$ cat src/rtl/dual_rom_pkg.sv
package dual_rom_pkg;
    typedef enum logic [2:0] {
        ST_STANDBY = 3'd0,
        ST_OFF     = 3'd1,
        ST_WORD    = 3'd2,
        ST_BYTE_LO = 3'd3,
        ST_BYTE_HI = 3'd4,
        ST_ID_MAKER = 3'd5,
        ST_ID_PART = 3'd6,
        ST_ID_BAD  = 3'd7
    } port_state_t;

    localparam logic [15:0] MAKER_CODE = 16'h00C2;
    localparam logic [15:0] PART_CODE  = 16'hB800;
    localparam logic [15:0] ERASED     = 16'hFFFF;
endpackage

$ cat src/rtl/dual_rom_store.sv
module dual_rom_store #(
    parameter int DEPTH = 16,
    parameter int DW    = 16,
    localparam int AW   = $clog2(DEPTH)
) (
    input  logic          clk,
    input  logic          rst_n,
    input  logic [AW-1:0] rd_addr,
    input  logic          wr_en,
    input  logic [AW-1:0] wr_addr,
    input  logic [DW-1:0] wr_data,
    output logic [DW-1:0] rd_q
);
    logic [DW-1:0] cells [DEPTH];

    // Storage: erased to all ones on reset, loaded by the test write port.
    always_ff @(posedge clk) begin
        if (!rst_n) begin
            for (int i = 0; i < DEPTH; i++) begin
                cells[i] <= '1;
            end
        end else if (wr_en) begin
            cells[wr_addr] <= wr_data;
        end
    end

    // Registered read; sees the contents before a same-edge write.
    always_ff @(posedge clk) begin
        if (!rst_n) begin
            rd_q <= '1;
        end else begin
            rd_q <= cells[rd_addr];
        end
    end
endmodule

$ cat src/rtl/dual_rom_mode_fsm.sv
module dual_rom_mode_fsm
    import dual_rom_pkg::*;
#(
    parameter int AW = 4
) (
    input  logic          clk,
    input  logic          rst_n,
    input  logic          ce_n,
    input  logic          oe_n,
    input  logic          word_mode,
    input  logic          byte_lsb,
    input  logic          id_req,
    input  logic [AW-1:0] addr,
    output port_state_t   state
);
    port_state_t state_nx;
    logic        upper_set;

    generate
        if (AW > 1) begin : g_upper
            assign upper_set = |addr[AW-1:1];
        end else begin : g_noupper
            assign upper_set = 1'b0;
        end
    endgenerate

    always_comb begin
        state_nx = ST_STANDBY;
        if (ce_n) begin
            state_nx = ST_STANDBY;
        end else if (oe_n) begin
            state_nx = ST_OFF;
        end else if (id_req) begin
            if (upper_set) begin
                state_nx = ST_ID_BAD;
            end else if (addr[0]) begin
                state_nx = ST_ID_PART;
            end else begin
                state_nx = ST_ID_MAKER;
            end
        end else if (word_mode) begin
            state_nx = ST_WORD;
        end else if (byte_lsb) begin
            state_nx = ST_BYTE_HI;
        end else begin
            state_nx = ST_BYTE_LO;
        end
    end

    always_ff @(posedge clk) begin
        if (!rst_n) begin
            state <= ST_STANDBY;
        end else begin
            state <= state_nx;
        end
    end
endmodule

$ cat src/rtl/dual_rom_out.sv
module dual_rom_out
    import dual_rom_pkg::*;
(
    input  port_state_t state,
    input  logic [15:0] rd_q,
    output logic [15:0] dout,
    output logic        oe_lo,
    output logic        oe_hi,
    output logic        id_err
);
    always_comb begin
        dout   = '0;
        oe_lo  = 1'b0;
        oe_hi  = 1'b0;
        id_err = 1'b0;
        unique case (state)
            ST_STANDBY, ST_OFF: begin
                dout = '0;
            end
            ST_WORD: begin
                dout  = rd_q;
                oe_lo = 1'b1;
                oe_hi = 1'b1;
            end
            ST_BYTE_LO: begin
                dout  = {8'h00, rd_q[7:0]};
                oe_lo = 1'b1;
            end
            ST_BYTE_HI: begin
                dout  = {8'h00, rd_q[15:8]};
                oe_lo = 1'b1;
            end
            ST_ID_MAKER: begin
                dout  = MAKER_CODE;
                oe_lo = 1'b1;
                oe_hi = 1'b1;
            end
            ST_ID_PART: begin
                dout  = PART_CODE;
                oe_lo = 1'b1;
                oe_hi = 1'b1;
            end
            ST_ID_BAD: begin
                dout   = ERASED;
                oe_lo  = 1'b1;
                oe_hi  = 1'b1;
                id_err = 1'b1;
            end
            default: begin
                dout = '0;
            end
        endcase
    end
endmodule

$ cat src/rtl/dual_rom_port.sv
module dual_rom_port
    import dual_rom_pkg::*;
#(
    parameter int DEPTH = 16,
    localparam int AW   = $clog2(DEPTH)
) (
    input  logic          clk,
    input  logic          rst_n,
    input  logic          ce_n,
    input  logic          oe_n,
    input  logic          word_mode,
    input  logic [AW-1:0] addr,
    input  logic          byte_lsb,
    input  logic          id_req,
    input  logic          tw_en,
    input  logic [AW-1:0] tw_addr,
    input  logic [15:0]   tw_data,
    output logic [15:0]   dout,
    output logic          oe_lo,
    output logic          oe_hi,
    output logic          id_err
);
    port_state_t   state;
    logic [15:0]   rd_q;

    dual_rom_store #(.DEPTH(DEPTH), .DW(16)) u_store (
        .clk     (clk),
        .rst_n   (rst_n),
        .rd_addr (addr),
        .wr_en   (tw_en),
        .wr_addr (tw_addr),
        .wr_data (tw_data),
        .rd_q    (rd_q)
    );

    dual_rom_mode_fsm #(.AW(AW)) u_fsm (
        .clk       (clk),
        .rst_n     (rst_n),
        .ce_n      (ce_n),
        .oe_n      (oe_n),
        .word_mode (word_mode),
        .byte_lsb  (byte_lsb),
        .id_req    (id_req),
        .addr      (addr),
        .state     (state)
    );

    dual_rom_out u_out (
        .state  (state),
        .rd_q   (rd_q),
        .dout   (dout),
        .oe_lo  (oe_lo),
        .oe_hi  (oe_hi),
        .id_err (id_err)
    );
endmodule

$ cat config.mk
export PLATFORM = sky130hd
export DESIGN_NAME = dual_rom_port
export DESIGN_NICKNAME = d
export VERILOG_FILES = /design/src/rtl/dual_rom_pkg.sv /design/src/rtl/dual_rom_store.sv /design/src/rtl/dual_rom_mode_fsm.sv /design/src/rtl/dual_rom_out.sv /design/src/rtl/dual_rom_port.sv
export SDC_FILE = /design/constraint.sdc
export NUM_CORES = 1
export LEC_CHECK = 0
export CORE_MARGIN = 4
export CORE_UTILIZATION = 50
export CTS_CLUSTER_DIAMETER = 120
export DETAILED_ROUTE_END_ITERATION = 6
export PLACE_DENSITY = 0.75
export SYNTH_ARGS = -nofsm -noshare
export SYNTH_HDL_FRONTEND = slang
export SYNTH_SLANG_ARGS = --single-unit
$ cat constraint.sdc
create_clock -name clk -period 3.15 [get_ports clk]
set_input_delay 0.4725 -clock clk [delete_from_list [all_inputs] [get_ports clk]]
set_output_delay 0.4725 -clock clk [all_outputs]
set_load 0.1 [all_outputs]
; ---- Word level (Yosys, flattened, before mapping)
; Memories as Yosys holds them, arrays and structs flattened. A register that Yosys moved wholly into a read port is not among the register bits.
; Cells that the tools add are included.
[op_classes]
n_eq_ne = 7
n_mux = 17
n_bitwise = 1
n_reduce_logical = 9
[op_table]
columns = op, n
row1 = $pmux 16 s7, 1
row2 = $mux 16, 1
row3 = $reduce_or 16->1, 1
row4 = $eq 3x3->1 const B, 4
row5 = $mux 3, 4
row6 = $mux 1, 9
row7 = $eq 3x2->1 const B, 2
row8 = $reduce_or 3->1, 2
row9 = $reduce_or 6->1, 1
row10 = $mux 4, 1
row11 = $reduce_or 2->1, 2
row12 = $reduce_or 4->1, 1
row13 = $eq 3x1->1 const B, 1
row14 = $logic_not 3->1, 1
row15 = $mux 2, 1
row16 = $logic_not 1->1, 1
row17 = $not 1->1, 1
[word_totals]
register_bits = 3
ram_bits = 256
inputBits = 32
output_inout_bits = 19
mem_count = 1
[memory_table]
columns = name, words, word_bits, read_ports, rd_ports_with_merged_regs, write_ports, line
row1 = u_store.cells, 16, 16, 1, 1, 16, dual_rom_store.sv:14  ; logic [DW-1:0] cells [DEPTH];

; ---- Logic depth before layout (Yosys ltp)
; Gate-level depths: netlist of the first run.
[logic_depth]
ltp_word = 5
mapped_depth = 6

; ---- Modules after synthesis
; A second synthesis of the first run with hierarchy kept.
[hier_totals]
cells_unflattened = 909
area_unflattened_um2 = 12876.1
[modules_own_cells]
columns = mod, n_inst, cells_per_inst, area_each_um2, seq_area_each_um2
row1 = dual_rom_store, 1, 843, 12429.4, 8007.7
row2 = dual_rom_out, 1, 53, 315.3, 0.0
row3 = dual_rom_mode_fsm, 1, 13, 131.4, 60.1

; ---- Least setup slack after synthesis of the first run
; OpenSTA, ideal clock, no wires.
[synth_timing]
path_kind = register to output
from = register u_fsm.state[1]
to = output port oe_hi
arrival_time_ns = 2.739
slack_ns = -0.061
path_stages_with_launch = 4
path_buffers = 1
path_cell_list = dfxtp_1 > clkbuf_1 > inv_1 > o21ai_0
[synth_via]
elab_chain_cells = 3
[synth_rtl]
columns = element, line
row1 = from (decl), dual_rom_mode_fsm.sv:14  ; output port_state_t state
row2 = from (signal assigned), dual_rom_mode_fsm.sv:54  ; state <= state_nx;
row3 = $eq 3x2->1 or $eq 3x3->1 (tied branches), dual_rom_out.sv:16  ; unique case (state)
row4 = $reduce_or 4->1 (no source line) (*), -
row5 = $mux 1 (*), dual_rom_out.sv:16
row6 = to (decl), dual_rom_port.sv:20  ; output logic oe_hi,
; Every way passes the cells marked *; elsewhere a longest branch is shown, timed or not.

; ---- Final worst setup path of the first run
[layout_timing]
from = register u_fsm.state[2]
to = output port dout[3]
[layout_via]
elab_chain_cells = 3
[layout_rtl]
columns = element, line
row1 = $eq 3x1->1 or $logic_not 3->1 (tied branches), dual_rom_out.sv:16
row2 = $reduce_or 2->1, dual_rom_out.sv:16
row3 = $pmux 16 s7 (*), dual_rom_out.sv:16
row4 = to (decl), dual_rom_port.sv:18  ; output logic [15:0] dout,
; Marks and branches as above.

==> metrics.md, run 1 <==
| Metric | Value |
|---|---|
| Avg Inst Size Synth | `13.8 sq um` |
| HPWL Detailed | `20.4 mm` |
| RD Place Congestion | `0.866` |
| Seq/Total Area, Yosys | `63.5%` |
| First-pass iteration count of the detailed router | `6` |
| Filler cell count | `1981` |
| Synth Cell Area | `12700 sq um` |
| Period utilisation layout | `86.2%` |
| Critical setup path kind | `reg2out` |
| # hold bufs at CTS | `0` |
| All-layer global routing usage | `22.7%` |
| DRC marker count from the first detailed-route iteration | `896` |
| Simple-gate area share of the yosys netlist | `15.5%` |
| Async S/R FF share, synth | `0%` |
| Initial antenna violation count | `0` |
| Port buffer count | `50` |
| Die width | `167 um` |
| CP Launch Type | `flip-flop` |
| Vias | `7820` |
| Worst-skew pair later-pin latency | `0.54 ns` |
| Tightest Pin Transition | `1.03 ns` |
| Post-synthesis instance total | `918` |
| Die Height | `167 um` |
| Die ar. | `28000 sq um` |
| Post-synth EDFFs | `256` |
| H-tree depth | `1` |
| Clock tree buffer depth | `3` |
| Overflow after GRT | `0` |
| Post-synthesis compound-gate area fraction | `6.32%` |
| CTS buffer count | `27` |
| First-pass GRT wire length | `48.5 mm` |
| Largest net degree at the start of global routing | `53` |
| Routed vias/inst | `6.03` |
| Syn nets | `950` |
| Ports | `51` |
| Yosys warnings | `0` |
| Most common cell after layout, fill and taps aside | `edfxtp_1` |
| FMAX | `0.368 GHz` |
| Fin Clk Skew | `0.0125 ns` |
| Root Driver | `clkbuf_16` |
| Final #Nets | `978` |
| Clock transition at the registers of the reported paths | `0.06 ns` |
| Power Dens Cells | `577 nW/um^2` |
| Starting Density | `50.6%` |
| DRT Wirelength | `32.1 mm` |
| Xor-xnor portion of the synthesized cell area | `0%` |
| Fin. Hold Viols | `0` |
| DRC violations left | `0` |
| Site Rows | `58` |
| Register bit total from synthesis | `275` |
| Final setup fails | `0` |
| Leakage power | `4.75 nW` |
| Cells along the critical path | `inv_1, nor3_1, a22o_1, buf_4` |
| Worst relative slew slack | `31.4%` |
| Area growth syn-to-layout | `13.4%` |
| CP Data Required Time | `2.68 ns` |
| Top-area cell type share of the netlist area | `60.5%` |
| Post-cts sizing count | `0` |
| CP endpoint kind | `output port` |
| Final Critical Period | `2.71 ns` |
| TNS Setup | `0 ns` |
| N_diodes | `0` |
| Count of different cell masters after synthesis | `40` |
| TritonCTS clock tree | `done` |
| Area contributors post-synth | `edfxtp_1 61%, or3_1 7.1%, mux2_2 5.7%, dfxtp_1 3.0%, or2_2 2.9%` |
| Drt wl/cell | `24.8 um` |
| Vias in the first global route | `7734` |
| Largest family of logic cells by synthesized area | `simple AND/OR/NAND/NOR gates` |
| CP max stage cell | `dfxtp_1` |
| Worst Hold Class | `in2reg` |
| RSZ-0062 raised after global routing | `false` |
| Slew Viols, Final | `0` |
| Most area-hungry cell type in the Yosys netlist | `edfxtp_1` |
| Outcome | `finished, final reports clean` |
| Crit Path Max Fanout | `13` |
| Setup Fix Bufs, Post-CTS | `0` |
| Clock Sink Count | `275` |
| Layout cells sized above 1 | `27.4%` |
| Cell area after layout | `14400 sq um` |
| Most frequent cells in the layout | `256 x edfxtp_1, 145 x or3_1, 64 x mux2_2, 59 x buf_4, 58 x or2_2` |
| Mux contribution to synthesized area | `11.1%` |
| Maximum VDD drop | `366 uV` |
| Core area | `25100 sq um` |
| CP arrival | `2.24 ns` |
| Largest stage delay, worst path | `0.55 ns` |
| Post-DP Area | `13500 sq um` |
| Total of max-cap violations | `0` |
| Post-route ant nets | `0` |
| Main synth FF type | `edfxtp_1` |
| Post-synthesis adder-cell area fraction | `0%` |
[where the power goes]
part | total [mW] | internal [mW] | switching [mW]
registers | 4.27 | 4.20 | 0.0711
logic | 0.799 | 0.282 | 0.517
clock network | 3.24 | 1.91 | 1.33
total | 8.31 | 6.39 | 1.92
[synth_stat cells (15+ instances only)]
| cell type | instances |
|---|---|
| buf_2 | 20 |
| clkbuf_1 | 65 |
| dfxtp_1 | 19 |
| edfxtp_1 | 256 |
| mux2_2 | 64 |
| mux2i_1 | 32 |
| mux4_2 | 15 |
| nand2_1 | 33 |
| nand2b_1 | 38 |
| o21ai_0 | 20 |
| o221ai_1 | 16 |
| o22ai_1 | 16 |
| or2_1 | 24 |
| or2_2 | 58 |
| or3_1 | 145 |
[final cells by class]
cell class,instances,area [sq um],share of cell area [%]
well taps,330,413,2.87
multi-input cells,539,4170,28.9
flip-flops and latches,275,8070,56.0
inverters,10,37.5,0.261
repair buffers,93,815,5.65
clock buffers,41,798,5.54
clock inverters,9,104,0.721
[sequential cells by signal, summed over array words and instances (netlist names)]
| register | count |
|---|---|
| u_store.rd_q | 16 |
| u_fsm.state | 3 |
| u_store.cells | 256 |
[stage by stage]
step | total power [mW] | utilization [%] | hold WS [ns] | worst slack, ns | std cells
2_1_floorplan | 4.82 | - | 0.590 | 0.372 | 918
3_3_place_gp | 5.13 | 53.8 | 0.683 | 0.617 | 1247
3_5_place_dp | 5.15 | 53.8 | 0.694 | 0.571 | 1247
4_1_cts | 8.34 | 57.4 | 0.579 | 0.451 | 1297
5_1_grt | 8.56 | 57.4 | 0.614 | 0.344 | 1297
6_report | 8.31 | 57.4 | 0.587 | 0.436 | 1297
[worst max-delay path, delay by kind of cell (launching register included)]
family | cells | cell delay (ns)
DFF | 1 | 0.55
buffers and inverters | 2 | 0.46
and+or+nand+nor | 1 | 0.44
AOI/OAI and AO/OA | 1 | 0.25
[worst paths after layout]
path	from	to	slack, ns	cells after the start
setup / recovery	u_fsm.state[2]	dout[3]	0.44	4
hold / removal	oe_n	u_fsm.state[0]	0.59	3
setup reg to reg	u_store.cells[3][6]	u_store.rd_q[6]	1.81	3
hold reg to reg	u_store.cells[9][4]	u_store.rd_q[4]	0.71	3
[per-layer routing]
metal  track usage, %  up-vias  routed length [um]
li1                 -     3524                   -
met1             31.7     3891               13000
met2             36.4      347               15400
met3             3.80       58                2620
met4             8.12        0                1110
met5                0        -                   0
[cell families after synthesis]
family,after synthesis
AO/OA/AOI/OAI,104
buffers and inverters,104
AND/OR/NAND/NOR,323
multiplexers,112
flip-flops,275
Note: power is estimated with default switching activity, not from simulation.
==> inputs of run 2 (changes only) <==
Settings changed: CORE_UTILIZATION 50 to 61, PLACE_DENSITY 0.75 to 0.87.
==> run 2 against run 1 <==
Net effect:
- routed wire length fell by 2.3%
- worst hold slack better by 0.0075 ns
- largest power group unchanged
- register-to-register slack gained 0.03 ns
- total power fell by 2.4%
- non-clock buffer count shrank 5
- worst setup slack lost 0.014 ns
- sequential share of layout area increased by 0.79 points
- critical path depth unchanged
- flip-flop and latch count is the same
- final cell count shrank 5.1%
- count of clock-buffer cells in the layout did not move
==> metrics.md, run 2 (synthesis results as in run 1) <==
| Metric | Value |
|---|---|
| Outcome | `finished, final reports clean` |
| Worst relative slew slack | `7.50%` |
| All-layer global routing usage | `26.8%` |
| Vias in the first global route | `7972` |
| Core area | `20400 sq um` |
| TritonCTS clock tree | `done` |
| Tightest Pin Transition | `1.38 ns` |
| CP endpoint kind | `output port` |
| Leading registers by flop count | `u_store.cells: 256 flops, u_store.rd_q: 16 flops, u_fsm.state: 3 flops` |
| Power Dens Cells | `571 nW/um^2` |
| Setup Fix Bufs, Post-CTS | `0` |
| Clock tree buffer depth | `3` |
| Most frequent cells in the layout | `256 x edfxtp_1, 145 x or3_1, 64 x mux2_2, 58 x or2_2, 57 x buf_4` |
| Overflow after GRT | `0` |
| Final setup fails | `0` |
| Drt wl/cell | `25.5 um` |
| # hold bufs at CTS | `0` |
| RR Startpoint | `u_store.cells[5][10]` |
| HPWL Detailed | `19.5 mm` |
| First-pass GRT wire length | `48.3 mm` |
| Largest net degree at the start of global routing | `82` |
| Dpl ws | `0.413 ns` |
| Cell area after layout | `14200 sq um` |
| Die ar. | `23200 sq um` |
| Ports | `51` |
| H-tree depth | `1` |
| Site Rows | `52` |
| DRC marker count from the first detailed-route iteration | `1021` |
| Leakage power | `4.69 nW` |
| Worst Hold Class | `in2reg` |
| N_diodes | `0` |
| DRT Wirelength | `31.4 mm` |
| Post-cts sizing count | `0` |
| Area growth syn-to-layout | `11.8%` |
| RSZ-0062 raised after global routing | `false` |
| Clock Sink Count | `275` |
| CTS buffer count | `28` |
| Hold slack | `0.594 ns` |
| Crit Path Max Fanout | `13` |
| Filler cell count | `1263` |
| Maximum VDD drop | `411 uV` |
| Max reg flops | `256` |
| Post-route ant nets | `0` |
| FMAX | `0.367 GHz` |
| Port buffer count | `50` |
| Worst Setup SP | `u_fsm.state[2]` |
| Hold Startpoint | `oe_n` |
| Root Driver | `clkbuf_16` |
| Post-DP Area | `13400 sq um` |
| Layout cells sized above 1 | `26.6%` |
| Critical setup path kind | `reg2out` |
| Routed vias/inst | `6.63` |
| Slew Viols, Final | `0` |
| Fin Clk Skew | `0.0100 ns` |
| TNS Setup | `0 ns` |
| RD Place Congestion | `0.880` |
| Fin. Hold Viols | `0` |
| Die Height | `152 um` |
| CP Data Required Time | `2.68 ns` |
| Inst Count DP | `1182` |
| Starting Density | `62.4%` |
| Final Util | `69.7%` |
| Post-route insts no fill | `1231` |
| Period utilisation layout | `86.6%` |
| Clock transition at the registers of the reported paths | `0.06 ns` |
| Total of max-cap violations | `0` |
| CP arrival | `2.26 ns` |
| Vias | `8159` |
| Most common cell after layout, fill and taps aside | `edfxtp_1` |
| Die width | `152 um` |
| Worst setup margin | `0.422 ns` |
| Final #Nets | `974` |
| DRC violations left | `0` |
| First-pass iteration count of the detailed router | `5` |
| Most flops, register | `u_store.cells` |
| Total power | `8.11 mW` |
| Worst-skew pair later-pin latency | `0.54 ns` |
| CP Launch Type | `flip-flop` |
| Final Critical Period | `2.73 ns` |
| Initial antenna violation count | `0` |
run 2: layer usage:
metal	track usage (%)	share of wire [%]	vias up
li1	-	-	3521
met1	36.3	37	4010
met2	43.5	49	533
met3	4.97	10	95
met4	10.4	3.8	0
met5	0	0	-
run 2: path summary, 6_finish.rpt:
path	to	slack, ns	cells past startpoint
hold / removal	u_fsm.state[0]	0.59	3
setup reg to reg	u_store.rd_q[10]	1.84	3
hold reg to reg	u_store.rd_q[5]	0.72	3
setup / recovery	dout[0]	0.42	4
run 2: area by class of cell:
| type | count | area, sq um | area share, % |
|---|---|---|---|
| Clock buffer | 41 | 801 | 5.64 |
| Clock inverter | 8 | 41.3 | 0.291 |
| Inverter | 10 | 37.5 | 0.264 |
| Multi-Input combinational cell | 539 | 4170 | 29.4 |
| Sequential cell | 275 | 8070 | 56.8 |
| Tap cell | 270 | 338 | 2.38 |
| Timing Repair Buffer | 88 | 748 | 5.27 |
run 2: report_power, final:
part           switching [mW]  total [mW]  internal [mW]
Clock                    1.30        3.05           1.75
Sequential             0.0719        4.27           4.20
Combinational           0.510       0.784          0.274
run 2: worst max-delay path, stage by stage (launching register included):
cell,delay (ns)
dfxtp_1,0.54
inv_1,0.17
nor3_1,0.45
a22o_1,0.26
buf_4,0.30
